==> config.mk <==
export PLATFORM = sky130hd
export DESIGN_NAME = hp_notify_ctrl
export DESIGN_NICKNAME = d
export VERILOG_FILES = /design/src/rtl/hp_notify_pkg.sv /design/src/rtl/hp_evt_gate.sv /design/src/rtl/hp_req_pulse.sv /design/src/rtl/hp_notify_ctrl.sv
export SDC_FILE = /design/constraint.sdc
export NUM_CORES = 1
export LEC_CHECK = 0
export CAP_MARGIN = 20
export CORE_AREA = 2 2 39 41
export DETAILED_ROUTE_END_ITERATION = 16
export DIE_AREA = 0 0 41 43
export DONT_BUFFER_PORTS = 1
export PLACE_DENSITY = 0.34
export SYNTH_ARGS = -nofsm -noshare
export SYNTH_HDL_FRONTEND = slang
export SYNTH_SLANG_ARGS = --single-unit
==> constraint.sdc <==
create_clock -name clk -period 0.83 [get_ports clk]
set_input_delay 0.166 -clock clk [delete_from_list [all_inputs] [get_ports clk]]
set_output_delay 0.166 -clock clk [all_outputs]
set_load 0.005 [all_outputs]
==> src/rtl/hp_notify_pkg.sv <==
package hp_notify_pkg;
  localparam int unsigned EVT_CNT    = 5;
  localparam int unsigned EVT_ATTN   = 0;
  localparam int unsigned EVT_PFAULT = 1;
  localparam int unsigned EVT_LATCH  = 2;
  localparam int unsigned EVT_PRES   = 3;
  localparam int unsigned EVT_CMDDONE = 4;

  typedef struct packed {
    logic irq;
    logic msi;
    logic intx;
    logic wake;
  } hp_route_t;
endpackage

==> src/rtl/hp_evt_gate.sv <==
module hp_evt_gate #(
  parameter int unsigned NUM_EVT = hp_notify_pkg::EVT_CNT,
  parameter int unsigned NOWAKE_IDX = hp_notify_pkg::EVT_CMDDONE
) (
  input  logic [NUM_EVT-1:0] sts,
  input  logic [NUM_EVT-1:0] en,
  input  logic               glb_int_en,
  input  logic               msi_en,
  input  logic               intx_dis,
  input  logic               low_pwr,
  input  logic               gpe_mode,
  output hp_notify_pkg::hp_route_t route
);
  logic [NUM_EVT-1:0] armed;
  logic [NUM_EVT-1:0] wake_src;

  assign armed = sts & en;

  for (genvar i = 0; i < NUM_EVT; i++) begin : g_wake
    if (i == NOWAKE_IDX) begin : g_excl
      assign wake_src[i] = 1'b0;
    end else begin : g_incl
      assign wake_src[i] = armed[i];
    end
  end

  always_comb begin
    route.irq  = (|armed) && glb_int_en && !gpe_mode;
    route.msi  = route.irq && msi_en;
    route.intx = route.irq && !msi_en && !intx_dis;
    route.wake = (|wake_src) && low_pwr && !gpe_mode;
  end
endmodule

==> src/rtl/hp_req_pulse.sv <==
module hp_req_pulse (
  input  logic clk,
  input  logic rst,
  input  logic cond,
  output logic req
);
  logic cond_q;

  always_ff @(posedge clk) begin
    if (rst) begin
      cond_q <= 1'b0;
      req    <= 1'b0;
    end else begin
      cond_q <= cond;
      req    <= cond && !cond_q;
    end
  end

  p_one_cycle_r11: assert property (@(posedge clk) disable iff (rst)
    req |=> !req);
endmodule

==> src/rtl/hp_notify_ctrl.sv <==
module hp_notify_ctrl #(
  parameter int unsigned NUM_EVT = hp_notify_pkg::EVT_CNT,
  parameter int unsigned NOWAKE_IDX = hp_notify_pkg::EVT_CMDDONE
) (
  input  logic               clk,
  input  logic               rst,
  input  logic [NUM_EVT-1:0] evt_sts,
  input  logic [NUM_EVT-1:0] evt_en,
  input  logic               glb_int_en,
  input  logic               msi_en,
  input  logic               intx_dis,
  input  logic               low_pwr,
  input  logic               gpe_mode,
  output logic               msi_req,
  output logic               pme_req,
  output logic               intx_assert
);
  localparam logic [NUM_EVT-1:0] WAKE_MASK = ~(NUM_EVT'(1) << NOWAKE_IDX);

  hp_notify_pkg::hp_route_t route;

  hp_evt_gate #(.NUM_EVT(NUM_EVT), .NOWAKE_IDX(NOWAKE_IDX)) u_gate (
    .sts(evt_sts), .en(evt_en), .glb_int_en(glb_int_en), .msi_en(msi_en),
    .intx_dis(intx_dis), .low_pwr(low_pwr), .gpe_mode(gpe_mode), .route(route)
  );

  hp_req_pulse u_msi_pulse (.clk(clk), .rst(rst), .cond(route.msi), .req(msi_req));
  hp_req_pulse u_pme_pulse (.clk(clk), .rst(rst), .cond(route.wake), .req(pme_req));

  always_ff @(posedge clk) begin
    if (rst) intx_assert <= 1'b0;
    else     intx_assert <= route.intx;
  end

  p_msi_excl_intx_r3: assert property (@(posedge clk) disable iff (rst)
    !(msi_req && intx_assert));
  p_masked_quiet_r8: assert property (@(posedge clk) disable iff (rst)
    ($past(evt_sts & evt_en) == '0) |-> (!msi_req && !pme_req && !intx_assert));
  p_cmddone_nowake_r9: assert property (@(posedge clk) disable iff (rst)
    ($past(evt_sts & evt_en & WAKE_MASK) == '0) |-> !pme_req);
  p_gpe_silent_r10: assert property (@(posedge clk) disable iff (rst)
    $past(gpe_mode) |-> (!msi_req && !pme_req && !intx_assert));
  p_awake_nowake_r6: assert property (@(posedge clk) disable iff (rst)
    !$past(low_pwr) |-> !pme_req);
  p_irq_gated_r2: assert property (@(posedge clk) disable iff (rst)
    !$past(glb_int_en) |-> (!msi_req && !intx_assert));
endmodule

==> flow_summary.json, run 1 <==
{
  "outcome": "completed",
  "ys.flop_type": "dfxtp_1",
  "grt-busiest-layer": "met4",
  "async_reset_ff_share_pct": 0,
  "finalSetupTns_ns": 0,
  "rsz0062_at_grt": "false",
  "cts_tree": "built",
  "synthesis.area_sq_um": 211,
  "ys_seq_area_share_pct": 47.3,
  "nFillCells": 152,
  "gr-total-overflow": 0,
  "cts-buffers-inserted": 3,
  "synth_compound_area_share_pct": 34.3,
  "peakVddDrop_mv": 0.405,
  "hold_violations": 0,
  "timing.fmax_mhz": 1370,
  "crit_type": "register to output port",
  "yosysWarnings": 0,
  "power.leakage_nw": 0.0795,
  "finalClockSkew_ns": 0.0000798,
  "worst_pin_slew_ns": 0.315,
  "required_ns": 0.66,
  "ff2ff_setup_slack_ns": 0.27,
  "yosys.area.top_type": "dfxtp_1",
  "grt_max_degree": 6,
  "hold_path_class": "input pin to register",
  "synth_edf_count": 0,
  "total_power_mw": 0.569,
  "synth.distinct_cells": 11,
  "grt_pass1_vias": 186,
  "insertion_delay_ns": 0.24,
  "wl_per_cell_um": 12.6,
  "hp-start": "gpe_mode",
  "path_max_fanout": 1,
  "synthTopCellsByArea": "dfxtp_1 47%, a22oi_2 12%, or3b_1 8.3%",
  "syn_nets": 34,
  "ios": 20,
  "coreArea_sq_mm": 0.00138,
  "grt_use_total_pct": 7.02,
  "r2r_end": "u_msi_pulse.req$_SDFF_PP0_",
  "dr.pass1.iters": 4,
  "hold_depth": 2,
  "dieArea_sq_mm": 0.00176,
  "gp_congestion": 0.586,
  "postCtsHoldBufs": 0,
  "rows": 14,
  "io_buffers": 0,
  "initial_core_util_pct": 15.3,
  "drt-initial-drc-count": 10,
  "met1_usage_pct": 7.69,
  "grt_util_met2_pct": 7.50,
  "startpoint_type": "register",
  "areaGrowthSynthToFinish_pct": 21.9,
  "die_y_um": 43,
  "cts_root_buf": "clkbuf_4",
  "synth_commonest_cells": "5 x dfxtp_1, 2 x a22oi_2, 2 x or3b_1",
  "synthAdderAreaFrac_pct": 0,
  "n_antenna_cell": 0,
  "clk_path_buf_depth": 2,
  "grt_antenna_before_repair": 0,
  "path_clk_slew_ns": 0.04,
  "via_count": 171,
  "hold_end": "intx_assert$_SDFF_PP0_",
  "grt_pass1_wl_um": 724,
  "fin_crit_sh_pct": 88.2,
  "crit_path_end_kind": "output port",
  "clkSinkCount": 5,
  "r2r_cells": 1,
  "maxSlewHeadroom_pct": 79.0,
  "synth-simple-area-share_pct": 18.3,
  "nets": 39,
  "h-tree-depth": 1,
  "ant_nets": 0,
  "ctsResizeCount": 0,
  "met3_usage_pct": 2.09,
  "min_period_ns": 0.732,
  "postSynthCellCount": 17,
  "muxShareOfSynthArea_pct": 0,
  "setup_viol": 0,
  "place_hpwl_um": 369,
  "syn_area_per_cell_sq_um": 12.4,
  "r2r_start": "u_msi_pulse.cond_q$_SDFF_PP0_",
  "drive_gt1_share_pct": 33.3,
  "power_density_mw_per_mm2": 2210,
  "synthXorXnorAreaFrac_pct": 0,
  "netlist.area_leader.share_pct": 47.3,
  "dieWidth_um": 41,
  "crit_arrival_ns": 0.57,
  "routed_wl_um": 467,
  "synth_top_family_by_area": "compound AO/OA/AOI/OAI gates",
  "max-cap-violations": 0,
  "post_drt_via_cell_ratio": 4.62,
  "drv_slew": 0,
  "yosysMostFrequentCell": "dfxtp_1",
  "ys_ff_latch": 5,
  "cts_setup_buffers": 0,
  "drc": 0
}
-- cells in the final DEF (no fill, tap or decap) --
cell | netlist | final
a22oi_2 | 2 | 2
or2_1 | 1 | 1
a31oi_1 | 1 | 1
clkbuf_1 | 0 | 1
or3b_1 | 2 | 2
a211oi_2 | 1 | 1
nand4bb_1 | 1 | 1
a311oi_2 | 1 | 1
nand2_1 | 1 | 1
dfxtp_1 | 5 | 5
a311oi_1 | 1 | 1
clkbuf_4 | 0 | 3
a21oi_1 | 1 | 1
-- state kept, by name, indices dropped and copies added, names as in the netlist --
register	cells
u_pme_pulse.cond_q	1
u_msi_pulse.req	1
u_pme_pulse.req	1
intx_assert	1
u_msi_pulse.cond_q	1
-- layout make-up --
class | instances | area, sq um | share of cell area (%)
multi-input combinational | 12 | 111 | 43.2
sequential | 5 | 100 | 38.8
clock buffer | 4 | 26.3 | 10.2
tap | 16 | 20.0 | 7.77
-- logic make-up (layout without fill, tap and decap cells) --
logic type	after synthesis	in the layout
compound gates	7	7
flops	5	5
simple gates	5	5
buf+inv	0	4
-- routing by layer --
layer  up-vias  routed length [um]
met3         2                  56
met2        13                 247
met1        78                 150
met5         -                   0
li1         78                   -
met4         0                  12
-- power breakdown --
part | switching, mW | internal, mW | total (mW) | leakage [nW]
sequential | 0.00317 | 0.248 | 0.251 | 0.0406
combinational | 0.0206 | 0.0176 | 0.0382 | 0.0239
clock | 0.0976 | 0.182 | 0.279 | 0.0150
total | 0.121 | 0.447 | 0.569 | 0.0795
-- stage by stage --
stage          setup WS, ns  instances  hold slack [ns]  cell area, sq um  utilization (%)
2_1_floorplan        0.0169         17            0.344               211                -
3_3_place_gp        -0.0107         33            0.364               231             16.7
3_5_place_dp        -0.0439         33            0.354               231             16.7
4_1_cts              0.0785         37            0.100               258             18.6
5_1_grt              0.0611         37            0.104               258             18.6
6_report             0.0980         37            0.111               258             18.6
-- worst max-delay path by stage --
stage,start,endpoint,slack (ns),cells after the start
floorplan,gpe_mode,u_pme_pulse.req$_SDFF_PP0_,0.02,2
global placement,rst,intx_assert$_SDFF_PP0_,-0.01,2
CTS,u_pme_pulse.req$_SDFF_PP0_,pme_req,0.08,0
detailed placement,gpe_mode,u_pme_pulse.req$_SDFF_PP0_,-0.04,2
finish,u_pme_pulse.req$_SDFF_PP0_,pme_req,0.1,0
global route,u_pme_pulse.req$_SDFF_PP0_,pme_req,0.06,0
No activity file was read; power rests on OpenSTA's default activity.
==> inputs of run 2 (changes only) <==
--- a/config.mk
+++ b/config.mk
@@ -10,7 +10,7 @@
 export DETAILED_ROUTE_END_ITERATION = 16
 export DIE_AREA = 0 0 41 43
 export DONT_BUFFER_PORTS = 1
-export PLACE_DENSITY = 0.34
+export PLACE_DENSITY = 0.41
 export SYNTH_ARGS = -nofsm -noshare
 export SYNTH_HDL_FRONTEND = slang
 export SYNTH_SLANG_ARGS = --single-unit
==> flow_summary.json, run 2 (synthesized netlist as in run 1, its figures left out) <==
{
  "setup_viol": 0,
  "grt_antenna_before_repair": 0,
  "nets": 39,
  "cts_setup_buffers": 0,
  "outcome": "completed",
  "worst_pin_slew_ns": 0.319,
  "path_clk_slew_ns": 0.04,
  "wl_per_cell_um": 12.4,
  "r2r_start": "u_msi_pulse.cond_q$_SDFF_PP0_",
  "finalSetupTns_ns": 0,
  "dieArea_sq_mm": 0.00176,
  "final_util_pct": 18.6,
  "max-cap-violations": 0,
  "grt_util_met2_pct": 11.3,
  "grt-busiest-layer": "met2",
  "grt_pass1_wl_um": 717,
  "min_period_ns": 0.728,
  "ant_nets": 0,
  "hold_violations": 0,
  "ios": 20,
  "met3_usage_pct": 4.19,
  "cts_root_buf": "clkbuf_4",
  "crit_path_end_kind": "output port",
  "path_max_fanout": 1,
  "dr.pass1.iters": 3,
  "r2r_cells": 1,
  "timing.fmax_mhz": 1370,
  "endpoint": "pme_req",
  "grt_max_degree": 6,
  "layout_common_cells": "5 x dfxtp_1, 3 x clkbuf_4, 2 x a22oi_2, 2 x or3b_1",
  "cts_tree": "built",
  "clk_path_buf_depth": 2,
  "gp_congestion": 0.591,
  "dpl_cell_area_sq_um": 231,
  "fin_crit_sh_pct": 87.7,
  "postCtsHoldBufs": 0,
  "crit_cells": 0,
  "startpoint_type": "register",
  "cts-buffers-inserted": 3,
  "routed_wl_um": 459,
  "holdWs_ns": 0.112,
  "required_ns": 0.66,
  "rows": 14,
  "nFillCells": 160,
  "areaGrowthSynthToFinish_pct": 21.9,
  "drv_slew": 0,
  "dieWidth_um": 41,
  "rsz0062_at_grt": "false",
  "via_count": 163,
  "coreArea_sq_mm": 0.00138,
  "crit_arrival_ns": 0.56,
  "drive_gt1_share_pct": 33.3,
  "ctsResizeCount": 0,
  "power_density_mw_per_mm2": 2190,
  "r2r_end": "u_msi_pulse.req$_SDFF_PP0_",
  "gr-total-overflow": 0,
  "n_antenna_cell": 0,
  "clkSinkCount": 5,
  "power.leakage_nw": 0.0795,
  "insertion_delay_ns": 0.24,
  "drt-initial-drc-count": 7,
  "grt_pass1_vias": 179,
  "initial_core_util_pct": 15.3,
  "layout_commonest_cell": "dfxtp_1",
  "drc": 0,
  "met1_usage_pct": 4.15,
  "finalClockSkew_ns": 0.00107,
  "peakVddDrop_mv": 0.509,
  "grt_use_total_pct": 6.91,
  "die_y_um": 43,
  "ff2ff_setup_slack_ns": 0.27,
  "io_buffers": 0,
  "cp-startpoint": "u_pme_pulse.req$_SDFF_PP0_",
  "maxSlewHeadroom_pct": 78.7,
  "hold_path_class": "input pin to register",
  "h-tree-depth": 1,
  "crit_type": "register to output port",
  "post_drt_via_cell_ratio": 4.41,
  "final_area_sq_um": 258
}
## run 2: cell counts in the layout (fill, tap and decap cells not counted)
Identical to the previous run, type by type.
## run 2: report_power, final
group	total (mW)	internal, mW	switching (mW)	leakage, nW
sequential	0.251	0.248	0.00289	0.0406
clock	0.275	0.181	0.0934	0.0150
combinational	0.0383	0.0176	0.0207	0.0239
## run 2: worst min-delay path by stage
stage | startpoint | endpoint | cells past startpoint
3_3_place_gp | gpe_mode | intx_assert$_SDFF_PP0_ | 2
4_1_cts | gpe_mode | intx_assert$_SDFF_PP0_ | 2
6_report | gpe_mode | intx_assert$_SDFF_PP0_ | 2
3_5_place_dp | gpe_mode | intx_assert$_SDFF_PP0_ | 2
5_1_grt | gpe_mode | intx_assert$_SDFF_PP0_ | 2
2_1_floorplan | gpe_mode | intx_assert$_SDFF_PP0_ | 2
## run 2: through the flow
| step | worst slack, ns | cells | power, mW |
|---|---|---|---|
| floorplan | 0.0169 | 17 | 0.288 |
| global placement | -0.00288 | 33 | 0.294 |
| detailed placement | -0.0101 | 33 | 0.294 |
| CTS | 0.0806 | 37 | 0.583 |
| global route | 0.0509 | 37 | 0.598 |
| finish | 0.102 | 37 | 0.564 |
## run 2: final cells by class
cell class	count	area, sq um	area share, %
Multi-Input combinational cell	12	111	43.2
Sequential cell	5	100	38.8
Clock buffer	4	26.3	10.2
Tap cell	16	20.0	7.77
## run 2: per-layer routing
layer / vias up / wire length, um
li1: 80 / -
met1: 75 / 121
met2: 6 / 284
met3: 2 / 33
met4: 0 / 19
met5: - / 0
==> inputs of run 3 (changes only) <==
--- a/config.mk
+++ b/config.mk
@@ -10,7 +10,9 @@
 export DETAILED_ROUTE_END_ITERATION = 16
 export DIE_AREA = 0 0 41 43
 export DONT_BUFFER_PORTS = 1
+export GPL_TIMING_DRIVEN = 0
 export PLACE_DENSITY = 0.41
+export SLEW_MARGIN = 20
 export SYNTH_ARGS = -nofsm -noshare
 export SYNTH_HDL_FRONTEND = slang
 export SYNTH_SLANG_ARGS = --single-unit
==> flow_summary.json, run 3 (synthesized netlist as in run 1, its figures left out) <==
{
  "outcome": "completed",
  "cts_root_buf": "clkbuf_4",
  "worst_pin_slew_ns": 0.314,
  "drc": 0,
  "dieWidth_um": 41,
  "crit_arrival_ns": 0.57,
  "post_drt_via_cell_ratio": 4.51,
  "finalSetupTns_ns": 0,
  "nets": 39,
  "h-tree-depth": 1,
  "routed_wl_um": 461,
  "drive_gt1_share_pct": 33.3,
  "r2r_cells": 1,
  "io_buffers": 0,
  "gr-total-overflow": 0,
  "die_y_um": 43,
  "grt_pass1_wl_um": 703,
  "via_count": 167,
  "max-cap-violations": 0,
  "dieArea_sq_mm": 0.00176,
  "drv_slew": 0,
  "initial_core_util_pct": 15.3,
  "layout_common_cells": "5 x dfxtp_1, 3 x clkbuf_4, 2 x a22oi_2, 2 x or3b_1",
  "clkSinkCount": 5,
  "required_ns": 0.66,
  "startpoint_type": "register",
  "setup_viol": 0,
  "min_period_ns": 0.736,
  "hold_depth": 2,
  "peakVddDrop_mv": 0.260,
  "rows": 14,
  "dr.pass1.iters": 2,
  "clk_path_buf_depth": 2,
  "crit_type": "register to output port",
  "grt_use_total_pct": 6.91,
  "cts-buffers-inserted": 3,
  "rsz0062_at_grt": "false",
  "ctsResizeCount": 0,
  "power_density_mw_per_mm2": 2210,
  "drt-initial-drc-count": 3,
  "path_max_fanout": 1,
  "hold_violations": 0,
  "areaGrowthSynthToFinish_pct": 21.9,
  "crit_cells": 0,
  "hold_path_class": "input pin to register",
  "power.leakage_nw": 0.0795,
  "post-place-ws_ns": -0.0285,
  "insertion_delay_ns": 0.24,
  "grt_max_degree": 6,
  "wl_per_cell_um": 12.5,
  "setup_ws_ns": 0.0935,
  "cts_setup_buffers": 0,
  "coreArea_sq_mm": 0.00138,
  "layout_commonest_cell": "dfxtp_1",
  "path_clk_slew_ns": 0.05,
  "timing.fmax_mhz": 1360,
  "ant_nets": 0,
  "final_area_sq_um": 258,
  "maxSlewHeadroom_pct": 79.1,
  "crit_path_end_kind": "output port",
  "dpl_cell_area_sq_um": 231,
  "ff2ff_setup_slack_ns": 0.26,
  "postCtsHoldBufs": 0,
  "fin_crit_sh_pct": 88.7,
  "finalClockSkew_ns": 0.0000754,
  "grt_antenna_before_repair": 0,
  "total_power_mw": 0.570,
  "ios": 20,
  "grt_pass1_vias": 197,
  "n_antenna_cell": 0,
  "gp_congestion": 0.593,
  "final_util_pct": 18.6,
  "cts_tree": "built"
}
run 3: stage by stage:
step                hold WS [ns]  std cells
floorplan                  0.344         17
global placement           0.357         33
detailed placement         0.367         33
CTS                        0.107         37
global route               0.113         37
finish                     0.111         37
run 3: worst paths after layout:
kind	from	to
setup / recovery	intx_assert$_SDFF_PP0_	intx_assert
hold / removal	intx_dis	intx_assert$_SDFF_PP0_
setup reg to reg	u_msi_pulse.cond_q$_SDFF_PP0_	u_msi_pulse.req$_SDFF_PP0_
hold reg to reg	u_msi_pulse.cond_q$_SDFF_PP0_	u_msi_pulse.req$_SDFF_PP0_
run 3: metal layers:
| metal | share of wire (%) | track usage, % | wire length [um] | up-vias |
|---|---|---|---|---|
| li1 | - | - | - | 77 |
| met1 | 22 | 3.51 | 101 | 82 |
| met2 | 67 | 10.9 | 308 | 6 |
| met3 | 6.7 | 1.05 | 31 | 2 |
| met4 | 4.1 | 14.0 | 19 | 0 |
| met5 | 0 | 0 | 0 | - |
run 3: final cells by class:
cell class / instances / area (sq um)
flip-flops and latches: 5 / 100
clock buffers: 4 / 26.3
multi-input cells: 12 / 111
fillers: 161 / 1130
well taps: 16 / 20.0
run 3: power breakdown:
group	internal [mW]	switching, mW
combinational	0.0176	0.0202
sequential	0.248	0.00293
clock	0.182	0.0991
